===== config.mk =====
export PLATFORM = sky130hd
export DESIGN_NAME = spi_cmd_ctrl
export DESIGN_NICKNAME = d
export VERILOG_FILES = /design/src/rtl/spi_cmd_pkg.sv /design/src/rtl/spi_cmd_regs.sv /design/src/rtl/spi_cmd_shifter.sv /design/src/rtl/spi_cmd_ctrl.sv
export SDC_FILE = /design/constraint.sdc
export NUM_CORES = 1
export LEC_CHECK = 0
export ABC_CLOCK_PERIOD_IN_PS = 3200
export BUFFER_PORTS_ARGS = -buffer_cell sky130_fd_sc_hd__buf_4
export CORE_MARGIN = 2
export CORE_UTILIZATION = 25
export CTS_BUF_LIST = sky130_fd_sc_hd__clkbuf_4
export DETAILED_ROUTE_END_ITERATION = 6
export PLACE_DENSITY_LB_ADDON = 0.2
export SLEW_MARGIN = 10
export SYNTH_ARGS = -nofsm -noshare
export SYNTH_HDL_FRONTEND = slang
export SYNTH_SLANG_ARGS = --single-unit

===== constraint.sdc =====
create_clock -name clk -period 3.2 [get_ports clk]
set_input_delay 0.32 -clock clk [delete_from_list [all_inputs] [get_ports clk]]
set_output_delay 0.32 -clock clk [all_outputs]
set_load 0.005 [all_outputs]

===== src/rtl/spi_cmd_pkg.sv =====
// Shared constants and types of the SPI flash command controller.
// Assumes byte offsets on a 5-bit register address.
package spi_cmd_pkg;
    localparam int REG_AW = 5;
    localparam logic [REG_AW-1:0] OFS_MODE   = 5'h00;
    localparam logic [REG_AW-1:0] OFS_CMD    = 5'h04;
    localparam logic [REG_AW-1:0] OFS_STATUS = 5'h08;
    localparam logic [REG_AW-1:0] OFS_TXW    = 5'h0C;
    localparam logic [REG_AW-1:0] OFS_RXW    = 5'h10;

    localparam int MODE_SW_BIT    = 28;
    localparam int MODE_BURST_BIT = 29;
    localparam int CMD_GO_BIT     = 7;
    localparam int CMD_RDSR_BIT   = 10;
    localparam int CMD_WREN_BIT   = 11;
    localparam int CMD_CS_LSB     = 12;
    localparam int STAT_DONE_BIT  = 8;

    localparam logic [7:0] OPC_RDSR = 8'h05;
    localparam logic [7:0] OPC_WREN = 8'h06;

    typedef enum logic [1:0] {K_NONE, K_RAW, K_RDSR, K_WREN} cmd_kind_t;

    typedef struct packed {
        logic [31:0] tx_word;
        logic [2:0]  tx_bytes;   // 1..4
        logic [1:0]  rx_bytes;   // 0..3
        logic [1:0]  cs_sel;
    } xfer_req_t;
endpackage


===== src/rtl/spi_cmd_regs.sv =====
// Register file and command decoder. Turns command-register writes into
// transaction requests, keeps the sticky done flag and stores results.
// Assumes the shifter keeps its own copy of the request while busy.
module spi_cmd_regs
    import spi_cmd_pkg::*;
(
    input  logic              clk,
    input  logic              rst_n,
    input  logic              reg_we,
    input  logic [REG_AW-1:0] reg_addr,
    input  logic [31:0]       reg_wdata,
    output logic [31:0]       reg_rdata,
    input  logic              busy,
    input  logic              done,
    input  logic [23:0]       rx_data,
    output logic              start,
    output xfer_req_t         req,
    output logic              done_flag
);
    logic        sw_mode, burst_mode;
    logic [2:0]  f_tx, f_rx;
    logic [1:0]  f_cs;
    logic [31:0] tx_word;
    logic [23:0] rx_word;
    logic [7:0]  flash_stat;
    cmd_kind_t   kind_q, kind_d;
    logic        cmd_wr;

    assign cmd_wr = reg_we && (reg_addr == OFS_CMD) && !busy;

    // Decode a command write into a request, trigger bits by precedence.
    always_comb begin
        start  = 1'b0;
        kind_d = K_NONE;
        req    = '{tx_word: 32'd0, tx_bytes: 3'd1, rx_bytes: 2'd0,
                   cs_sel: reg_wdata[CMD_CS_LSB +: 2]};
        if (cmd_wr) begin
            if (reg_wdata[CMD_RDSR_BIT]) begin
                start = 1'b1; kind_d = K_RDSR;
                req.tx_word = {24'd0, OPC_RDSR}; req.rx_bytes = 2'd1;
            end else if (reg_wdata[CMD_WREN_BIT]) begin
                start = 1'b1; kind_d = K_WREN;
                req.tx_word = {24'd0, OPC_WREN};
            end else if (sw_mode && reg_wdata[CMD_GO_BIT] && reg_wdata[2:0] != 3'd0) begin
                start = 1'b1; kind_d = K_RAW;
                req.tx_word  = tx_word;
                req.tx_bytes = (reg_wdata[2:0] > 3'd4) ? 3'd4 : reg_wdata[2:0];
                req.rx_bytes = (reg_wdata[6:4] > 3'd3) ? 2'd3 : reg_wdata[5:4];
            end
        end
    end

    // Register updates, start bookkeeping and result capture.
    always_ff @(posedge clk) begin
        if (!rst_n) begin
            sw_mode <= 1'b0; burst_mode <= 1'b0;
            f_tx <= '0; f_rx <= '0; f_cs <= '0;
            tx_word <= '0; rx_word <= '0; flash_stat <= '0;
            done_flag <= 1'b0; kind_q <= K_NONE;
        end else begin
            if (reg_we && reg_addr == OFS_MODE) begin
                sw_mode    <= reg_wdata[MODE_SW_BIT];
                burst_mode <= reg_wdata[MODE_BURST_BIT];
            end
            if (reg_we && reg_addr == OFS_TXW) tx_word <= reg_wdata;
            if (cmd_wr) begin
                f_tx <= reg_wdata[2:0];
                f_rx <= reg_wdata[6:4];
                f_cs <= reg_wdata[CMD_CS_LSB +: 2];
            end
            if (start) kind_q <= kind_d;
            if (reg_we && reg_addr == OFS_STATUS && !reg_wdata[STAT_DONE_BIT])
                done_flag <= 1'b0;
            if (done) begin
                done_flag <= 1'b1;
                if (kind_q == K_RDSR) flash_stat <= rx_data[7:0];
                if (kind_q == K_RAW)  rx_word    <= rx_data;
            end
        end
    end

    // Read multiplexer.
    always_comb begin
        case (reg_addr)
            OFS_MODE:   reg_rdata = {2'b0, burst_mode, sw_mode, 28'd0};
            OFS_CMD:    reg_rdata = {18'd0, f_cs, 5'd0, f_rx, 1'b0, f_tx};
            OFS_STATUS: reg_rdata = {23'd0, done_flag, flash_stat};
            OFS_TXW:    reg_rdata = tx_word;
            OFS_RXW:    reg_rdata = {8'd0, rx_word};
            default:    reg_rdata = 32'd0;
        endcase
    end
endmodule


===== src/rtl/spi_cmd_shifter.sv =====
// Mode-3 SPI shift engine. Sends tx_bytes from tx_word (low byte first,
// MSB first per byte), then samples rx_bytes into a 24-bit word.
// Assumes DIV is even and at least 2; start is honoured only when idle.
module spi_cmd_shifter
    import spi_cmd_pkg::*;
#(
    parameter int DIV    = 4,
    parameter int NUM_CS = 4
) (
    input  logic              clk,
    input  logic              rst_n,
    input  logic              start,
    input  xfer_req_t         req,
    input  logic              spi_miso,
    output logic              busy,
    output logic              done,
    output logic [23:0]       rx_data,
    output logic              spi_sck,
    output logic              spi_mosi,
    output logic [NUM_CS-1:0] spi_cs_n
);
    localparam int HALF  = DIV / 2;
    localparam int CNT_W = (HALF > 1) ? $clog2(HALF) : 1;
    localparam logic [CNT_W-1:0] CNT_LAST = CNT_W'(HALF - 1);

    typedef enum logic [1:0] {S_IDLE, S_LEAD, S_LOW, S_HIGH} st_t;
    st_t              st;
    logic [CNT_W-1:0] cnt;
    logic [5:0]       bit_idx, nbits, txbits, rbit;
    logic [31:0]      txbuf;
    logic [NUM_CS-1:0] cs_pick;
    logic             cnt_end, last_bit;

    // One-hot-low chip select pattern for the requested select.
    for (genvar g = 0; g < NUM_CS; g++) begin : g_cs
        assign cs_pick[g] = (int'(req.cs_sel) != g);
    end

    assign cnt_end  = (cnt == CNT_LAST);
    assign last_bit = (bit_idx == nbits - 6'd1);
    assign rbit     = bit_idx - txbits;
    assign busy     = (st != S_IDLE);
    assign done     = (st == S_HIGH) && cnt_end && last_bit;
    assign spi_mosi = busy && (bit_idx < txbits) &&
                      txbuf[{bit_idx[4:3], ~bit_idx[2:0]}];

    // Half-period sequencer driving clock, selects and capture.
    always_ff @(posedge clk) begin
        if (!rst_n) begin
            st <= S_IDLE; cnt <= '0; bit_idx <= '0; nbits <= '0;
            txbits <= '0; txbuf <= '0; rx_data <= '0;
            spi_sck <= 1'b1; spi_cs_n <= '1;
        end else begin
            case (st)
                S_IDLE: if (start) begin
                    txbuf    <= req.tx_word;
                    txbits   <= {req.tx_bytes, 3'b000};
                    nbits    <= {req.tx_bytes, 3'b000} + {1'b0, req.rx_bytes, 3'b000};
                    bit_idx  <= '0;
                    cnt      <= '0;
                    rx_data  <= '0;
                    spi_cs_n <= cs_pick;
                    st       <= S_LEAD;
                end
                S_LEAD: if (cnt_end) begin
                    cnt <= '0; spi_sck <= 1'b0; st <= S_LOW;
                end else cnt <= cnt + 1'b1;
                S_LOW: if (cnt_end) begin
                    cnt <= '0; spi_sck <= 1'b1; st <= S_HIGH;
                    if (bit_idx >= txbits)
                        rx_data[{rbit[4:3], ~rbit[2:0]}] <= spi_miso;
                end else cnt <= cnt + 1'b1;
                S_HIGH: if (cnt_end) begin
                    cnt <= '0;
                    if (last_bit) begin
                        spi_cs_n <= '1; bit_idx <= '0; st <= S_IDLE;
                    end else begin
                        spi_sck <= 1'b0; bit_idx <= bit_idx + 6'd1; st <= S_LOW;
                    end
                end else cnt <= cnt + 1'b1;
                default: st <= S_IDLE;
            endcase
        end
    end
endmodule


===== src/rtl/spi_cmd_ctrl.sv =====
// Top of the SPI flash command controller: register file plus shifter.
// Assumes a single clock domain and a synchronous active-low reset.
module spi_cmd_ctrl
    import spi_cmd_pkg::*;
#(
    parameter int DIV    = 4,
    parameter int NUM_CS = 4
) (
    input  logic              clk,
    input  logic              rst_n,
    input  logic              reg_we,
    input  logic [4:0]        reg_addr,
    input  logic [31:0]       reg_wdata,
    output logic [31:0]       reg_rdata,
    output logic              spi_sck,
    output logic              spi_mosi,
    input  logic              spi_miso,
    output logic [NUM_CS-1:0] spi_cs_n
);
    logic        start, busy, done, done_flag;
    logic [23:0] rx_data;
    xfer_req_t   req;

    spi_cmd_regs u_regs (
        .clk, .rst_n, .reg_we, .reg_addr, .reg_wdata, .reg_rdata,
        .busy, .done, .rx_data, .start, .req, .done_flag
    );

    spi_cmd_shifter #(.DIV(DIV), .NUM_CS(NUM_CS)) u_shift (
        .clk, .rst_n, .start, .req, .spi_miso, .busy, .done, .rx_data,
        .spi_sck, .spi_mosi, .spi_cs_n
    );
endmodule


### Word level (Yosys, flattened, before mapping)

Cells that the tools add are included.

| word-level totals | value |
|---|---|
| logic and storage cells | 137 |
| output and inout port bits | 38 |
| input bits | 41 |
| bits in registers | 156 |

| cells by class | value |
|---|---|
| add/subtract/negate cells | 5 |
| mux-type cells | 51 |
| reduce and logical (&&, ||, !) cells | 33 |
| bitwise gates (word level) | 2 |
| magnitude comparators | 7 |
| equality and inequality tests | 20 |

Operators by type and width:

| cell | count |
|---|---|
| $pmux W32 S5 | 1 |
| $mux W37 | 2 |
| $mux W24 | 3 |
| $mux W32 | 2 |
| $pmux W24 S2 | 1 |
| $bwmux W24 | 1 |
| $mux W2 | 10 |
| $mux W6 | 3 |
| $mux W1 | 15 |
| $logic_and A1 B1 Y1 | 13 |
| $lt A5 B6 Y1 const B | 2 |
| $mux W4 | 3 |
| $ne A2 B1 Y1 const B | 6 |
| $pmux W6 S2 | 1 |
| $reduce_and A4 Y1 | 3 |
| $eq A5 B4 Y1 const B | 2 |
| $reduce_bool A2 Y1 | 5 |
| $ne A2 B2 Y1 const B | 4 |
| $pmux W2 S4 | 1 |
| $pmux W4 S2 | 1 |
| $add A6 B1 Y6 const B | 1 |
| $add A6 B5 Y6 | 1 |
| $eq A2 B2 Y1 const B | 3 |
| $eq A6 B6 Y1 | 1 |
| other kinds (26) | 33 |

### Longest topological paths before layout

| depth | value |
|---|---|
| depth after elaboration | 10 |
| gate-level depth with buffers | 10 |
| depth with buffers taken out | 9 |

### Modules after synthesis

From an unflattened synthesis, not the netlist that was laid out.

| second synthesis, totals | value |
|---|---|
| cell total of the unflattened synthesis | 921 |
| area, all modules | 7664.9 sq um |

By module, submodules not included:

| module | cells each | instances | area each (sq um) | sequential area each (sq um) |
|---|---|---|---|---|
| spi_cmd_regs | 478 | 1 | 3963.8 | 1541.5 |
| spi_cmd_shifter | 443 | 1 | 3701.0 | 1521.5 |

### Least setup slack after synthesis

No wires, ideal clock.

| timing path | value |
|---|---|
| kind | input port to flip-flop |
| start | input port reg_addr[2] |
| end | register u_shift.nbits[5] |
| setup time | 0.070 ns |
| buffers on the path | 1 |
| setup slack | 0.938 ns |
| required time | 3.130 ns |
| arrival time | 2.192 ns |
| stages | 9 |
| path through | clkbuf_2 > and3b_1 > nand3_2 > nor3_1 > o21ai_0 > ha_1 > fa_1 > mux2_2 > a21oi_1 |

RTL lines:

| what | RTL line | text |
|---|---|---|
| start: declaration | spi_cmd_ctrl.sv:12 | `input logic [4:0] reg_addr,` |
| end signal: assignment | spi_cmd_shifter.sv:58 | `nbits <= {req.tx_bytes, 3'b000} + {1'b0, req.rx_bytes, 3'b000};` |
| end: declaration | spi_cmd_shifter.sv:29 | `logic [5:0] bit_idx, nbits, txbits, rbit;` |

### Worst setup path in the final report

| timing path | value |
|---|---|
| start | register u_shift.bit_idx[1] |
| end | output port spi_mosi |

| on the way | value |
|---|---|
| cells in the longest elaborated chain, start to end | 4 |
| elaborated cells on any way between the ends | 6 |
| those cells by class | order compare: 1; mux: 2; bitwise: 1; reduce/logical: 2 |

RTL lines:

| what | RTL line | text |
|---|---|---|
| start: declaration | spi_cmd_shifter.sv:29 |  |
| start signal: assignment | spi_cmd_shifter.sv:50 | `st <= S_IDLE; cnt <= '0; bit_idx <= '0; nbits <= '0;` |
| start signal: assignment | spi_cmd_shifter.sv:59 | `bit_idx <= '0;` |
| start signal: assignment | spi_cmd_shifter.sv:76 | `spi_cs_n <= '1; bit_idx <= '0; st <= S_IDLE;` |
| $not A3 Y3 | spi_cmd_shifter.sv:45 | `txbuf[{bit_idx[4:3], ~bit_idx[2:0]}];` |
| $bmux W1 S5 | spi_cmd_shifter.sv:45 |  |
| $mux W1 (not written as such) | spi_cmd_shifter.sv:45 |  |
| $logic_and A1 B1 Y1 * | spi_cmd_shifter.sv:44 | `assign spi_mosi = busy && (bit_idx < txbits) &&` |
| end: declaration | spi_cmd_ctrl.sv:16 | `output logic spi_mosi,` |

Every way passes the cells marked *; elsewhere a longest branch is shown, timed or not. The select of a mux whose other input is x is not followed.

==> key figures <==
Clock tree
  • Sinks on Clock Net: between 150 and 200
  • CTS tree: yes
  • Max clock buf depth: 2
  • Worst-Skew Late Latency: about 0.56 ns
  • # Post-CTS Setup Buffers: 0
  • Root buf cell: clkbuf_4
  • Clock slew at reported path FFs: 0.15 ns
  • TritonCTS buffer count: 17
  • H-tree depth: 4

Finish
  • Final instance area: 8480 sq um
  • Fillers: a little over 3,000
  • Register area: 3070 sq um
  • P&R area growth vs syn: 21.4%
  • Multi-input logic area: between 3000 and 4000 sq um
  • Fin util: 30.7%
  • Finished Layout Cells: 1,300
  • Share of layout cells above drive strength 1: 18.3%
  • Final #Nets: 959

Placement
  • Buffers on Ports: 78
  • Number of cells after detailed placement: roughly 1,200
  • Post-DP HPWL: 15,500 microns
  • Dpl cell area: 7910 sq um
  • Final GP Congestion: 0.797

STA
  • Unrepaired setup endpoints after global routing: no
  • # setup viols final: 0
  • Final Cycle Share: 93.2%
  • Final min period: 2.98 ns
  • Final Max Slew Viols: 0
  • Worst Max-Slew Pin Slew: 0.916 ns
  • Layout Skew: 0.0274 ns
  • Slew Limit Headroom: 38.8%
  • Setup TNS: 0 ns
  • Hold Vio Cnt, Final: 0
  • Fmax: 335 MHz

Floorplan
  • Die area: 29,300 sq um
  • Die Height: between 150 and 200 microns
  • Row count: 61
  • Placeable core area: 27,600 sq um
  • I/O Pins: 79
  • Die width: 171 microns
  • Starting Density: 25.3%

Global route
  • First-pass GRT wire length: between 30,000 and 40,000 microns
  • Largest net degree at the start of global routing: 55
  • All-Layer GR Usage: 15.7%
  • Overflow after GRT: 0
  • Number of global-route vias before repair: about 6,300
  • Initial antenna violation count: 1

Routing
  • Drt drc: 0
  • DR WL/cell: 17.0 microns
  • Vias per cell: 4.84
  • Initial drt markers: 490
  • Number of routed nets with antenna violations: 0
  • TritonRoute pass-1 iters: 4
  • Via count: 6,292
  • Total routed wirelength: ~22,000 microns

Logic synthesis
  • Synth Net Count: 877
  • Synth Warn #: 0
  • Synth Flop Type: dfxtp_1
  • Number of flops mapped to enable cells by yosys: 0
  • Syn Area/Cell: 8.46 sq um
  • Asr flop ratio synth: 0%
  • Netlist cell types: 65
  • Synth Register Bits: 153
  • Mapped Area: 6990 sq um
  • Mapped Cells: 826
  • Sequential fraction of the synthesis area: a little over two fifths

Outcome
  • Status: completed

Setup path
  • Worst path max stage delay: 0.74 ns
  • Cell family with most CP delay: multiplexers
  • Crit-path cells: mux4_2 -> mux4_2 -> nor2_1 -> nor2_1 -> buf_4
  • Worst Reg-to-Reg Cells: 8
  • Worst r2r src: u_shift.st[1]
  • CP startpoint kind: flop
  • Critical Path RT: 2.88 ns
  • Worst Path Buf+Inv: 1
  • FF-to-FF setup slack: 0.43 ns
  • R2r endpoint: u_shift.nbits[5]
  • Crit path DAT: 2.66 ns
  • Nature of the critical path endpoint: primary output
  • Crit path kind: reg2out
  • CP max-delay cell: dfxtp_1
  • Critical path fanouts, max: 12

Hold path
  • Hold crit path type: in2reg
  • Hold_sp: reg_wdata[2]
  • Hold Path Stages: 3
  • Hold Path End: u_regs.f_tx[2]

Job
  • Count of max-cap constraint violations: 0

Power and ir drop
  • Tot Pwr: between 3 and 4 mW
  • Leak Pwr: 3.03 nW
  • Pwr/cell area: 384 nW/um^2
  • Peak VDD IR: 0.189 mV
## routing by layer
metal	share of wire (%)	wire length (microns)	global-route usage, %	up-vias
li1	-	-	-	3126
met1	48	10600	21.2	3023
met2	47	10400	25.9	125
met3	3.6	791	2.51	18
met4	1.4	303	4.27	0
met5	0	0	0	-
## synth_stat cells, types with 5 or more instances
master	count	area share, %
o21ai_1	9	0.64
ha_1	9	1.6
o211ai_2	5	0.90
mux2i_1	12	1.7
nor2_1	52	2.8
o22ai_2	6	1.1
a31oi_1	12	1.1
o21ai_0	30	2.1
o211ai_1	10	1.1
buf_2	20	1.4
nand4_1	10	0.90
dfxtp_1	153	44
inv_1	16	0.86
clkbuf_1	34	1.8
and2_1	7	0.63
a22oi_1	43	4.6
a22o_1	13	1.6
nor2b_1	5	0.45
nand3_1	42	3.0
and3_1	5	0.45
mux4_2	9	2.9
mux2_2	6	0.97
o221ai_1	6	0.75
nor3_1	8	0.57
nand2_1	170	9.1
a21oi_1	65	4.7
## stage by stage
step	worst slack [ns]	hold WS, ns
after floorplan	0.938	0.427
after global placement	0.560	0.448
after detailed placement	0.463	0.451
after CTS	0.106	0.00347
after global routing	0.0173	0.0203
final	0.218	0.0541
## what timing repair did
| item | CTS | global route |
|---|---|---|
| hold buffers | 30 | 0 |
| hold endpoints to repair | 37 | 0 |
| gates resized for setup | 1 | 1 |
| setup endpoints to repair | 1 | 1 |
| pin swaps | 0 | 0 |
| cloned | 0 | 0 |
## layout make-up
class                   count  area share [%]
clock inverters            15            1.62
diodes                      1          0.0295
inverters                  17           0.752
well taps                 378            5.58
multi-input cells         590            42.1
clock buffers              17            1.50
flip-flops and latches    153            36.1
repair buffers            129            12.3
## state kept, by name (all words and copies together) (netlist names), 2 cells and up
| name | flops |
|---|---|
| u_shift.rx_data | 24 |
| u_regs.flash_stat | 8 |
| u_shift.st | 2 |
| u_regs.f_rx | 3 |
| u_shift.nbits | 3 |
| u_shift.spi_cs_n | 4 |
| u_regs.rx_word | 24 |
| u_shift.bit_idx | 6 |
| u_regs.kind_q | 2 |
| u_regs.f_tx | 3 |
| u_shift.txbuf | 32 |
| u_regs.f_cs | 2 |
| u_shift.txbits | 3 |
| u_regs.tx_word | 32 |
## power by group
group / internal [mW] / total (mW) / switching, mW
Combinational: 0.0736 / 0.167 / 0.0931
Clock: 0.403 / 1.17 / 0.769
Sequential: 1.91 / 1.92 / 0.00601
Total: 2.39 / 3.25 / 0.868
## cell usage in the layout, fill, tap and decap left out, types with 7 or more instances in the layout
| cell type | count |
|---|---|
| a21oi_1 | 65 |
| dfxtp_1 | 151 |
| mux2i_1 | 12 |
| o21ai_1 | 9 |
| a31oi_1 | 12 |
| o21ai_0 | 30 |
| o211ai_1 | 10 |
| dlygate4sd3_1 | 30 |
| inv_1 | 16 |
| buf_4 | 99 |
| mux4_2 | 9 |
| and2_1 | 8 |
| ha_1 | 9 |
| nor2_1 | 52 |
| inv_6 | 7 |
| nand4_1 | 10 |
| a22oi_1 | 43 |
| a22o_1 | 13 |
| clkbuf_4 | 17 |
| nand2_1 | 170 |
| nand3_1 | 42 |
## cells by family after synthesis
family / after synthesis / synth area share (%)
buffers and inverters: 83 / 5.33
multiplexers: 27 / 5.59
adder cells (fa/ha/maj): 10 / 1.90
AO/OA/AOI/OAI: 228 / 22.3
XOR/XNOR: 4 / 0.698
flip-flops: 153 / 43.8
AND/OR/NAND/NOR: 321 / 20.3
## worst register-to-register path: cells and delay by family (launching register included)
family | cells | cell delay [ns]
simple gates | 5 | 1.60
fa+ha+maj | 1 | 0.27
flops | 1 | 0.45
mux | 1 | 0.26
compound gates | 1 | 0.13
## how the worst max path moves through the flow
stage	from	to	slack (ns)	cells past startpoint
6_report	u_shift.bit_idx[1]	spi_mosi	0.22	5
2_1_floorplan	reg_addr[2]	u_shift.nbits[5]	0.94	9
3_3_place_gp	reg_addr[3]	u_shift.nbits[5]	0.56	9
3_5_place_dp	reg_addr[3]	u_shift.nbits[5]	0.46	9
4_1_cts	u_shift.bit_idx[1]	spi_mosi	0.11	5
5_1_grt	u_shift.bit_idx[1]	spi_mosi	0.02	5
(Power assumes the default switching activity.)
